<file path="src/rtl/nvp_pkg.sv">
package nvp_pkg;
  typedef enum logic [1:0] {
    BV_NONE,
    BV_ISSUE,
    BV_PARK,
    BV_DROP
  } byte_verdict_e;
endpackage

</file>
<file path="src/rtl/nvp_prog_timer.sv">
module nvp_prog_timer #(
  parameter int PROG_CYC = 12500,
  localparam int CYC_W = $clog2(PROG_CYC + 1)
) (
  input  logic clk,
  input  logic rst_n,
  input  logic start,
  output logic busy,
  output logic free,
  output logic last
);
  logic [CYC_W-1:0] cnt_q, cnt_d;
  logic             cnt_en;

  always_comb begin
    cnt_en = start || (cnt_q != '0);
    cnt_d  = cnt_q;
    if (start)               cnt_d = CYC_W'(PROG_CYC);
    else if (cnt_q != '0)    cnt_d = cnt_q - CYC_W'(1);
  end

  always_ff @(posedge clk or negedge rst_n) begin
    if (!rst_n)      cnt_q <= '0;
    else if (cnt_en) cnt_q <= cnt_d;
  end

  assign busy = (cnt_q != '0);
  assign last = (cnt_q == CYC_W'(1));
  assign free = (cnt_q <= CYC_W'(1));

  // a new programming cycle is never started in the middle of one
  p_start_when_free_r4: assert property (@(posedge clk) disable iff (!rst_n)
    start |-> (cnt_q <= CYC_W'(1)));
endmodule

</file>
<file path="src/rtl/nvp_range_check.sv">
module nvp_range_check #(
  parameter int ADDR_W   = 16,
  parameter int LEN_W    = 8,
  parameter int PAGE_W   = 8,
  parameter int TOP_ADDR = 'hFBFF,
  localparam int PG_IDX_W = ADDR_W - PAGE_W
) (
  input  logic [ADDR_W-1:0]   start_addr,
  input  logic [LEN_W-1:0]    len,
  output logic                in_range,
  output logic [PG_IDX_W-1:0] first_page,
  output logic [PG_IDX_W-1:0] last_page
);
  logic [ADDR_W:0] end_addr;

  always_comb begin
    end_addr   = {1'b0, start_addr} + (ADDR_W+1)'(len) - (ADDR_W+1)'(1);
    in_range   = (len != '0) && (end_addr <= (ADDR_W+1)'(TOP_ADDR));
    first_page = start_addr[ADDR_W-1:PAGE_W];
    last_page  = end_addr[ADDR_W-1:PAGE_W];
  end
endmodule

</file>
<file path="src/rtl/nvp_erase_map.sv">
module nvp_erase_map #(
  parameter int ADDR_W = 16,
  parameter int PAGE_W = 8,
  parameter int NPAGES = 252,
  localparam int PG_IDX_W = ADDR_W - PAGE_W
) (
  input  logic                clk,
  input  logic                rst_n,
  input  logic                mark,
  input  logic [PG_IDX_W-1:0] mark_page,
  input  logic [PG_IDX_W-1:0] span_lo,
  input  logic [PG_IDX_W-1:0] span_hi,
  output logic                span_erased,
  input  logic [ADDR_W:0]     byte_addr,
  output logic                byte_erased
);
  logic [NPAGES-1:0]  flags_q, flags_d;
  logic               mark_ok;
  logic [PG_IDX_W:0]  byte_idx;

  assign mark_ok = mark && ({1'b0, mark_page} < (PG_IDX_W+1)'(NPAGES));

  always_comb begin
    flags_d = flags_q;
    if (mark_ok) flags_d[mark_page] = 1'b1;
  end

  always_ff @(posedge clk or negedge rst_n) begin
    if (!rst_n)       flags_q <= '0;
    else if (mark_ok) flags_q <= flags_d;
  end

  always_comb begin
    span_erased = 1'b1;
    for (int p = 0; p < NPAGES; p++) begin
      if ((PG_IDX_W'(p) >= span_lo) && (PG_IDX_W'(p) <= span_hi) && !flags_q[p])
        span_erased = 1'b0;
    end
  end

  always_comb begin
    byte_idx    = byte_addr[ADDR_W:PAGE_W];
    byte_erased = 1'b0;
    if (byte_idx < (PG_IDX_W+1)'(NPAGES))
      byte_erased = flags_q[byte_idx[PG_IDX_W-1:0]];
  end

  // a marked page reads back as erased on the next cycle
  p_mark_sets_flag_r8: assert property (@(posedge clk) disable iff (!rst_n)
    mark_ok |=> flags_q[$past(mark_page)]);
endmodule

</file>
<file path="src/rtl/nvm_write_pacer.sv">
module nvm_write_pacer
  import nvp_pkg::*;
#(
  parameter int ADDR_W   = 16,
  parameter int DATA_W   = 8,
  parameter int LEN_W    = 8,
  parameter int PAGE_W   = 8,
  parameter int TOP_ADDR = 'hFBFF,
  parameter int PROG_CYC = 12500,
  localparam int PG_IDX_W = ADDR_W - PAGE_W,
  localparam int NPAGES   = (TOP_ADDR + 1) >> PAGE_W
) (
  input  logic                clk,
  input  logic                rst_n,
  input  logic                blk_begin,
  input  logic [ADDR_W-1:0]   blk_addr,
  input  logic [LEN_W-1:0]    blk_len,
  input  logic                byte_valid,
  input  logic [DATA_W-1:0]   byte_data,
  input  logic                stop_evt,
  input  logic                erase_mark,
  input  logic [PG_IDX_W-1:0] erase_page,
  input  logic                err_clr,
  output logic                scl_hold,
  output logic                prog_we,
  output logic [ADDR_W-1:0]   prog_addr,
  output logic [DATA_W-1:0]   prog_data,
  output logic                busy,
  output logic                err_flag
);
  // reset: asynchronous assert, synchronous release
  logic [1:0] rst_sync_q;
  logic       rst_int_n;

  always_ff @(posedge clk or negedge rst_n) begin
    if (!rst_n) rst_sync_q <= 2'b00;
    else        rst_sync_q <= {rst_sync_q[0], 1'b1};
  end
  assign rst_int_n = rst_sync_q[1];

  // block range and erase checks
  logic                in_range, span_erased, byte_erased, blk_legal;
  logic [PG_IDX_W-1:0] first_page, last_page;
  logic [ADDR_W:0]     cur_addr_q, cur_addr_d;

  nvp_range_check #(
    .ADDR_W(ADDR_W), .LEN_W(LEN_W), .PAGE_W(PAGE_W), .TOP_ADDR(TOP_ADDR)
  ) u_range (
    .start_addr(blk_addr), .len(blk_len), .in_range(in_range),
    .first_page(first_page), .last_page(last_page)
  );

  nvp_erase_map #(
    .ADDR_W(ADDR_W), .PAGE_W(PAGE_W), .NPAGES(NPAGES)
  ) u_emap (
    .clk(clk), .rst_n(rst_int_n), .mark(erase_mark), .mark_page(erase_page),
    .span_lo(first_page), .span_hi(last_page), .span_erased(span_erased),
    .byte_addr(cur_addr_q), .byte_erased(byte_erased)
  );

  assign blk_legal = in_range && span_erased;

  // programming timer
  logic t_start, t_busy, t_free, t_last;

  nvp_prog_timer #(.PROG_CYC(PROG_CYC)) u_timer (
    .clk(clk), .rst_n(rst_int_n), .start(t_start),
    .busy(t_busy), .free(t_free), .last(t_last)
  );

  // control state
  logic              active_q, active_d;
  logic              blk_ok_q, blk_ok_d;
  logic [LEN_W-1:0]  remain_q, remain_d;
  logic              pend_q, pend_d;
  logic [ADDR_W-1:0] pend_addr_q, pend_addr_d;
  logic [DATA_W-1:0] pend_data_q, pend_data_d;
  logic              we_q, we_d;
  logic [ADDR_W-1:0] we_addr_q, we_addr_d;
  logic [DATA_W-1:0] we_data_q, we_data_d;
  logic              err_q, err_d;
  logic              byte_ok, issue_pend, err_set;
  logic              ctl_en, we_load, pend_en;
  byte_verdict_e     verdict;

  always_comb begin
    byte_ok = active_q && blk_ok_q && (remain_q != '0) &&
              (cur_addr_q <= (ADDR_W+1)'(TOP_ADDR)) && byte_erased;

    if (!byte_valid)               verdict = BV_NONE;
    else if (!byte_ok)             verdict = BV_DROP;
    else if (t_free && !pend_q)    verdict = BV_ISSUE;
    else                           verdict = BV_PARK;

    issue_pend = pend_q && t_last;
    t_start    = (verdict == BV_ISSUE) || issue_pend;
    err_set    = (verdict == BV_DROP) || (blk_begin && !blk_legal);
  end

  // next state
  always_comb begin
    active_d   = active_q;
    blk_ok_d   = blk_ok_q;
    cur_addr_d = cur_addr_q;
    remain_d   = remain_q;
    if (blk_begin) begin
      active_d   = 1'b1;
      blk_ok_d   = blk_legal;
      cur_addr_d = {1'b0, blk_addr};
      remain_d   = blk_len;
    end else if (stop_evt) begin
      active_d = 1'b0;
      remain_d = '0;
    end else if (byte_valid && active_q) begin
      cur_addr_d = cur_addr_q + (ADDR_W+1)'(1);
      if (remain_q != '0) remain_d = remain_q - LEN_W'(1);
    end
    ctl_en = blk_begin || stop_evt || byte_valid;

    pend_d      = pend_q;
    pend_addr_d = pend_addr_q;
    pend_data_d = pend_data_q;
    if (verdict == BV_PARK) begin
      pend_d      = 1'b1;
      pend_addr_d = cur_addr_q[ADDR_W-1:0];
      pend_data_d = byte_data;
    end else if (issue_pend) begin
      pend_d = 1'b0;
    end
    pend_en = (verdict == BV_PARK) || issue_pend;

    we_d      = t_start;
    we_addr_d = issue_pend ? pend_addr_q : cur_addr_q[ADDR_W-1:0];
    we_data_d = issue_pend ? pend_data_q : byte_data;
    we_load   = t_start;

    if (err_set)      err_d = 1'b1;
    else if (err_clr) err_d = 1'b0;
    else              err_d = err_q;
  end

  // registers
  always_ff @(posedge clk or negedge rst_int_n) begin
    if (!rst_int_n) begin
      active_q   <= 1'b0;
      blk_ok_q   <= 1'b0;
      cur_addr_q <= '0;
      remain_q   <= '0;
    end else if (ctl_en) begin
      active_q   <= active_d;
      blk_ok_q   <= blk_ok_d;
      cur_addr_q <= cur_addr_d;
      remain_q   <= remain_d;
    end
  end

  always_ff @(posedge clk or negedge rst_int_n) begin
    if (!rst_int_n) begin
      pend_q      <= 1'b0;
      pend_addr_q <= '0;
      pend_data_q <= '0;
    end else if (pend_en) begin
      pend_q      <= pend_d;
      pend_addr_q <= pend_addr_d;
      pend_data_q <= pend_data_d;
    end
  end

  always_ff @(posedge clk or negedge rst_int_n) begin
    if (!rst_int_n) begin
      we_q      <= 1'b0;
      we_addr_q <= '0;
      we_data_q <= '0;
      err_q     <= 1'b0;
    end else begin
      we_q  <= we_d;
      err_q <= err_d;
      if (we_load) begin
        we_addr_q <= we_addr_d;
        we_data_q <= we_data_d;
      end
    end
  end

  assign scl_hold  = pend_q;
  assign prog_we   = we_q;
  assign prog_addr = we_addr_q;
  assign prog_data = we_data_q;
  assign busy      = t_busy || pend_q;
  assign err_flag  = err_q;

  // the program strobe lasts one cycle
  p_we_single_r2: assert property (@(posedge clk) disable iff (!rst_int_n)
    prog_we |=> !prog_we);

  // each byte inside an open block advances the address by one
  p_addr_step_r3: assert property (@(posedge clk) disable iff (!rst_int_n)
    (byte_valid && active_q && !blk_begin && !stop_evt) |=>
      (cur_addr_q == $past(cur_addr_q) + (ADDR_W+1)'(1)));

  // stretching only while the array is programming
  p_hold_needs_busy_r5: assert property (@(posedge clk) disable iff (!rst_int_n)
    scl_hold |-> t_busy);

  // release of the stretch coincides with programming the held byte
  p_hold_release_r5: assert property (@(posedge clk) disable iff (!rst_int_n)
    $fell(scl_hold) |-> prog_we);

  // nothing above the top of the array is ever programmed
  p_top_limit_r7: assert property (@(posedge clk) disable iff (!rst_int_n)
    prog_we |-> ({1'b0, prog_addr} <= (ADDR_W+1)'(TOP_ADDR)));

  // the error flag stays set until cleared
  p_err_sticky_r10: assert property (@(posedge clk) disable iff (!rst_int_n)
    (err_flag && !err_clr) |=> err_flag);
endmodule

</file>
<file path="config.mk">
export PLATFORM = sky130hd
export DESIGN_NAME = nvm_write_pacer
export DESIGN_NICKNAME = d
export VERILOG_FILES = /design/src/rtl/nvp_pkg.sv /design/src/rtl/nvp_prog_timer.sv /design/src/rtl/nvp_range_check.sv /design/src/rtl/nvp_erase_map.sv /design/src/rtl/nvm_write_pacer.sv
export SDC_FILE = /design/constraint.sdc
export NUM_CORES = 1
export LEC_CHECK = 0
export ABC_AREA = 1
export BUFFER_PORTS_ARGS = -buffer_cell sky130_fd_sc_hd__buf_2
export CORE_ASPECT_RATIO = 1.5
export CORE_MARGIN = 1
export CORE_UTILIZATION = 45
export CTS_CLUSTER_SIZE = 10
export DETAILED_ROUTE_END_ITERATION = 7
export GPL_TIMING_DRIVEN = 1
export MAX_ROUTING_LAYER = met4
export PLACE_DENSITY = 0.59
export REMOVE_ABC_BUFFERS = 1
export SETUP_SLACK_MARGIN = 0.1
export SKIP_CTS_REPAIR_TIMING = 1
export SLEW_MARGIN = 20
export SYNTH_ARGS = -nofsm -noshare
export SYNTH_HDL_FRONTEND = slang
export SYNTH_SLANG_ARGS = --single-unit
</file>
<file path="constraint.sdc">
create_clock -name clk -period 14.92 [get_ports clk]
set_input_delay 0.746 -clock clk [delete_from_list [all_inputs] [get_ports clk]]
set_output_delay 0.746 -clock clk [all_outputs]
set_load 0.05 [all_outputs]
</file>
; Word level (Yosys, flattened, before mapping)
; Index checks and enable logic that the tools add are counted.
[word_totals]
regBits = 346
latch_bits = 0
ram_bits = 0
mem_bits_ro = 0
inputBits = 47
wordCells = 1608
n_memories = 0
[op_classes]
add_sub_neg = 5
multipliers = 0
n_div = 0
n_lt_le_gt_ge = 512
n_eq_ne = 5
n_shift = 0
muxes = 277
n_bitwise = 1
reduce_logical = 794
[ops]
columns = cell, count
row1 = $ge 8x8->1 const A, 124
row2 = $le 8x8->1 const A, 124
row3 = $logic_and 1x1->1, 516
row4 = $ge 7x8->1 const A, 64
row5 = $le 7x8->1 const A, 64
row6 = $mux 1, 261
row7 = $ge 6x8->1 const A, 32
row8 = $le 6x8->1 const A, 32
row9 = $logic_not 1->1, 254
row10 = $or 252x252->252, 1
row11 = $ge 5x8->1 const A, 16
row12 = $le 5x8->1 const A, 16
row13 = $ge 4x8->1 const A, 8
row14 = $le 4x8->1 const A, 8
row15 = $mux 17, 3
row16 = $mux 8, 5
row17 = $le 17x16->1 const B, 2
row18 = $ge 3x8->1 const A, 4
row19 = $le 3x8->1 const A, 4
row20 = $mux 14, 2
row21 = $lt 8x9->1 const B, 2
row22 = $add 16x8->17, 1
row23 = $add 17x1->17 const B, 1
row24 = $sub 17x1->17 const B, 1
row25 = other kinds (25), 49

; Longest topological paths before layout
[logic_depth]
ltp_word = 262
depth_mapped = 31
mapped_depth_nobuf = 30

; Modules after synthesis
; Synthesis repeated with hierarchy kept, for this count alone.
[unflattened]
cells_unflattened = 3561
hier_area_um2 = 23749.0
[modules_own_cells]
columns = mod, n_inst, cells_each, area_per_inst_um2, seq_area_each_um2
row1 = nvp_erase_map, 1, 2718, 17450.5, 6306.0
row2 = nvm_write_pacer, 1, 481, 4129.0, 2001.9
row3 = nvp_range_check, 1, 236, 1260.0, 0.0
row4 = nvp_prog_timer, 1, 126, 909.6, 350.3

; Worst setup path after synthesis
; No wires, ideal clock.
[synth_path]
path_kind = in2reg
from = input blk_addr[11]
to = register err_q (netlist: err_flag)
t_arrival_ns = 3.718
required_time_ns = 14.798
slack_ns = 11.080
cell_stages = 29
path_buffers = 4
cell_sequence = clkbuf_1 inv_1 clkbuf_1 ha_1 nor2_2 inv_2 nor2_2 and2_1 nand2_1 nand2_1 nand2_1 nand2_2 buf_6 nand2_4 nor2_2 buf_4 nand2_1 nand3_1 nand2_1 nor2_1 nand2_1 nor2_1 nand2_1 inv_1 nand2_1 nor2_2 nand2_1 nand2_1 nand2_1
[synth_via]
elab_chain_cells = 262
[synth_lines]
columns = item, line_no
row1 = from (decl), nvm_write_pacer.sv:16  ; input logic [ADDR_W-1:0] blk_addr,
row2 = $add 16x8->17, nvp_range_check.sv:17  ; end_addr = {1'b0, start_addr} + (ADDR_W+1)'(len) - (ADDR_W+1)'(1);
row3 = $sub 17x1->17, nvp_range_check.sv:17
row4 = $le 1x8->1, nvp_erase_map.sv:36  ; if ((PG_IDX_W'(p) >= span_lo) && (PG_IDX_W'(p) <= span_hi) && !flags_q[p])
row5 = $logic_and 1x1->1 (2 in a row), nvp_erase_map.sv:36
row6 = $mux 1 (252 in a row), nvp_erase_map.sv:36
row7 = $logic_and 1x1->1 (*), nvm_write_pacer.sv:61  ; assign blk_legal = in_range && span_erased;
row8 = $logic_not 1->1 (*), nvm_write_pacer.sv:97  ; err_set = (verdict == BV_DROP) || (blk_begin && !blk_legal);
row9 = $logic_and 1x1->1 (*), nvm_write_pacer.sv:97
row10 = $logic_or 1x1->1 (*), nvm_write_pacer.sv:97
row11 = $mux 1 or $reduce_bool 2->1 (tied branches), -
row12 = to (signal assigned), nvm_write_pacer.sv:177  ; err_q <= err_d;
row13 = to (decl), nvm_write_pacer.sv:81  ; logic err_q, err_d;
; Mark *: on every way between the ends. The rest lies on a longest branch, timed or not.
; A chain may end at the register's enable or synchronous reset.

; Final worst setup path
[layout_path]
from = register cur_addr_q[8]
to = register pend_addr_q[6]
[layout_via]
elab_chain_cells = 9
[layout_lines]
columns = item, line_no
row1 = from (decl), nvm_write_pacer.sv:44  ; logic [ADDR_W:0] cur_addr_q, cur_addr_d;
row2 = from (signal assigned), nvm_write_pacer.sv:152  ; cur_addr_q <= cur_addr_d;
row3 = $bmux 1 s8, nvp_erase_map.sv:45  ; byte_erased = flags_q[byte_idx[PG_IDX_W-1:0]];
row4 = $mux 1 (implied by the code), nvp_erase_map.sv:45
row5 = $mux 1, nvp_erase_map.sv:44  ; if (byte_idx < (PG_IDX_W+1)'(NPAGES))
row6 = $logic_and 1x1->1 (*), nvm_write_pacer.sv:88  ; (cur_addr_q <= (ADDR_W+1)'(TOP_ADDR)) && byte_erased;
row7 = $mux 2 (*), nvm_write_pacer.sv:91  ; else if (!byte_ok) verdict = BV_DROP;
row8 = $mux 2 (*), nvm_write_pacer.sv:90  ; if (!byte_valid) verdict = BV_NONE;
row9 = $eq 2x2->1 (*), "nvm_write_pacer.sv:123, nvm_write_pacer.sv:130"
row10 = $logic_or 1x1->1, nvm_write_pacer.sv:130  ; pend_en = (verdict == BV_PARK) || issue_pend;
row11 = $reduce_and 2->1 (no line) (*), -
row12 = to (signal assigned), nvm_write_pacer.sv:164  ; pend_addr_q <= pend_addr_d;
row13 = to (decl), nvm_write_pacer.sv:76  ; logic [ADDR_W-1:0] pend_addr_q, pend_addr_d;
; Mark *: on every way between the ends. The rest lies on a longest branch, timed or not. The select of a mux whose other input is x is not followed.

==> impl_results.md <==
- CP Max Fanout: 63
- Post-synth top area share: 36.0%
- Mux cell area share after synthesis: 0.0468%
- GR Util met2: 75.9%
- Synth area leader: dfrtp_1
- First-pass iteration count of the detailed router: 7
- Largest net degree at the start of global routing: 160
- Drc violations: 0
- Period utilisation layout: 39.7%
- Gr busiest metal: met2
- Total GRT Usage: 51.9%
- PwrDens: 104 mW/mm2
- WS Path Type: reg -> reg
- Initial DRC count: 3725
- Layout cells sized above 1: 7.37%
- Number of synthesized flops with an enable pin: 0
- Worst hold margin: 0.351 ns
- Root Driver: clkbuf_16
- Worst EP required: 15.38 ns
- Clk buf depth: 3
- Setup TNS: 0 ns
- Met1 Track Usage GR: 55.5%
- CTS Buf Count: 41
- Cell Chain, Critical Path: inv_2, buf_4, nand2_1, buf_4, o221ai_1, nand2_1, nand3_1, o21ai_0, nand3_1, nand3_1, a21oi_1, and2_1, nand3_2, o21ai_0
- Post-synthesis compound-gate area fraction: 22.7%
- WP buf/inv: 3
- Crit-path max cell delay: 0.77 ns
- Ranking of synthesized cells by area: dfrtp_1 (36%), nand2_1 (12%), o21ai_0 (10%), inv_1 (7.0%), nand3_1 (6.3%)
- Worst min-delay path class: reg -> reg
- FF+latch count, synth: 346
- GP Congestion: 1.20
- Top_reg_cell synth: dfrtp_1
- Peak Freq: 169 MHz
- CTS sink count: 346
- FF/Latch Area: 0.00867 mm2
- Placed inst area: 0.0249 mm2
- Placeable Area: 0.0527 mm2
- Peak VDD IR: 0.0880 mV
- Most used cell, CP: nand3_1
- Worst path top cell family by delay: buffers and inverters
- Crit. End Element: register
- Syn_area_per_cell: 6.79 um2
- Via/cell ratio: 6.62
- Finished Cell Area: 0.0261 mm2
- Syn. warnings: 0
- WL final: 138000 um
- Mapped Cells: 3546
- Min cycle time layout: 5.92 ns
- ANT nets after route: 0
- Initial antenna violation count: 11
- Critical path's slowest cell: inv_2
- DR WL/cell: 32.5 um
- Maxcap violations: 0
- Seq/Total Area, Yosys: 36.0%
- Outcome: completed
- Most frequent cells in the layout: nand2_1 (778), o21ai_0 (489), inv_1 (442)
- Worst setup SP type: register
- XOR/XNOR Fraction of Synth Area: 0.801%
- # rows: 103
- Simple-gate share of the synthesized area: 26.9%
- Die Wd: 191 um
- Final core occ: 49.4%
- Nets: 3629
- Initial core utilization: 45.7%
- Final Hold Viols: 0
- M3 GR Usage: 14.7%
- Fin worst setup slack: 9.00 ns
- Total number of vias: 28000
- P&R area growth vs syn: 8.31%
- Fill count: 5370
- Area of the multi-input gates: 0.0128 mm2
- H-tree depth: 2
- Netlist cell types: 47
- Main combinational cell family by area after synthesis: simple AND/OR/NAND/NOR gates
- CP arrival: 6.38 ns
- Worst slew pin tran: 1.25 ns
- Number of global-route vias before repair: 26700
- Synth Area in Adders: 2.68%
- Die footprint: 0.0544 mm2
- Reg clk slew, reported paths: 0.06 ns
- Unrepaired setup endpoints after global routing: no
- # setup viols final: 0
- Io pins: 75
- Total grt overflow: 0
- Worst-Skew Late Latency: 0.61 ns
- PortBufs: 74
- Mapped cell area: 0.0241 mm2
- Slew margin rel.: 16.5%
- Leakage power: 12.4 nW
- Worst slack, placed: 8.96 ns
- Post-DP HPWL: 97800 um
- Most common cell after layout, fill and taps aside: nand2_1
- CTS tree: done
- Height of the die: 285 um
- Final slew viol count: 0
- Share of synthesized registers carrying an async set or reset: 100%
- Clk_skew: 0.0247 ns
- Global-route wire length before repair: 192000 um
[sequential cells by signal, summed over array words and instances (netlist names)]
register and cells:
u_timer.cnt_q 14, rst_sync_q 2, prog_data 8, u_emap.flags_q 252
pend_data_q 8, blk_ok_q 1, err_flag 1, cur_addr_q 17
prog_addr 16, scl_hold 1, pend_addr_q 16, active_q 1
remain_q 8, prog_we 1
[metal layers]
layer / up-vias / routed length [um]
met5: - / 0
met4: 0 / 16200
met3: 866 / 15000
met2: 2261 / 60000
met1: 13200 / 46400
li1: 11700 / -
[power breakdown]
| group | total [W] | switching (W) | internal, W |
|---|---|---|---|
| Sequential | 0.00100 | 0.0000380 | 0.000963 |
| Combinational | 0.000789 | 0.000625 | 0.000165 |
| Clock | 0.000918 | 0.000412 | 0.000506 |
| Total | 0.00271 | 0.00108 | 0.00163 |
[cells by family after synthesis]
kind of cell,count (synthesis)
mux,1
xor+xnor,22
simple gates,1504
fa+ha+maj,51
flops,346
other cells,1
compound gates,968
buf+inv,653
[metrics by stage]
step | total power (W) | cells
floorplan | 0.00140 | 3362
global placement | 0.00175 | 4169
detailed placement | 0.00175 | 4169
CTS | 0.00265 | 4222
global route | 0.00275 | 4236
finish | 0.00271 | 4237
[worst paths after layout]
kind | startpoint | endpoint | slack (ns) | depth (start not counted)
min reg2reg | rst_sync_q[0]$_DFF_PN0_ | rst_sync_q[1]$_DFF_PN0_ | 0.35 | 0
max reg2reg | cur_addr_q[8]$_DFFE_PN0P_ | pend_addr_q[6]$_DFFE_PN0P_ | 9.00 | 14
max in group asynchronous | rst_sync_q[1]$_DFF_PN0_ | u_emap.flags_q[130]$_DFFE_PN0P_ | 12.59 | 2
min | rst_sync_q[0]$_DFF_PN0_ | rst_sync_q[1]$_DFF_PN0_ | 0.35 | 0
min in group asynchronous | rst_sync_q[1]$_DFF_PN0_ | u_emap.flags_q[250]$_DFFE_PN0P_ | 0.36 | 0
max | cur_addr_q[8]$_DFFE_PN0P_ | pend_addr_q[6]$_DFFE_PN0P_ | 9.00 | 14
[synth_stat cells, types with 23 or more instances]
cell / instances
a211oi_1: 31
nand4_1: 57
nor2_1: 269
o21ai_0: 490
o21bai_1: 72
dfrtp_1: 346
nand2_1: 780
nand3_1: 301
inv_1: 450
o221ai_1: 35
buf_2: 48
nor3_1: 23
ha_1: 50
a221oi_1: 31
a21oi_1: 252
clkbuf_1: 112
[final cells by class]
type / count / area share [%]
multi-input cells: 2547 / 49.3
flip-flops and latches: 346 / 33.3
inverters: 469 / 6.75
clock buffers: 49 / 4.13
well taps: 682 / 3.27
repair buffers: 126 / 2.99
clock inverters: 4 / 0.187
diodes: 14 / 0.134
No activity file was read; power rests on OpenSTA's default activity.
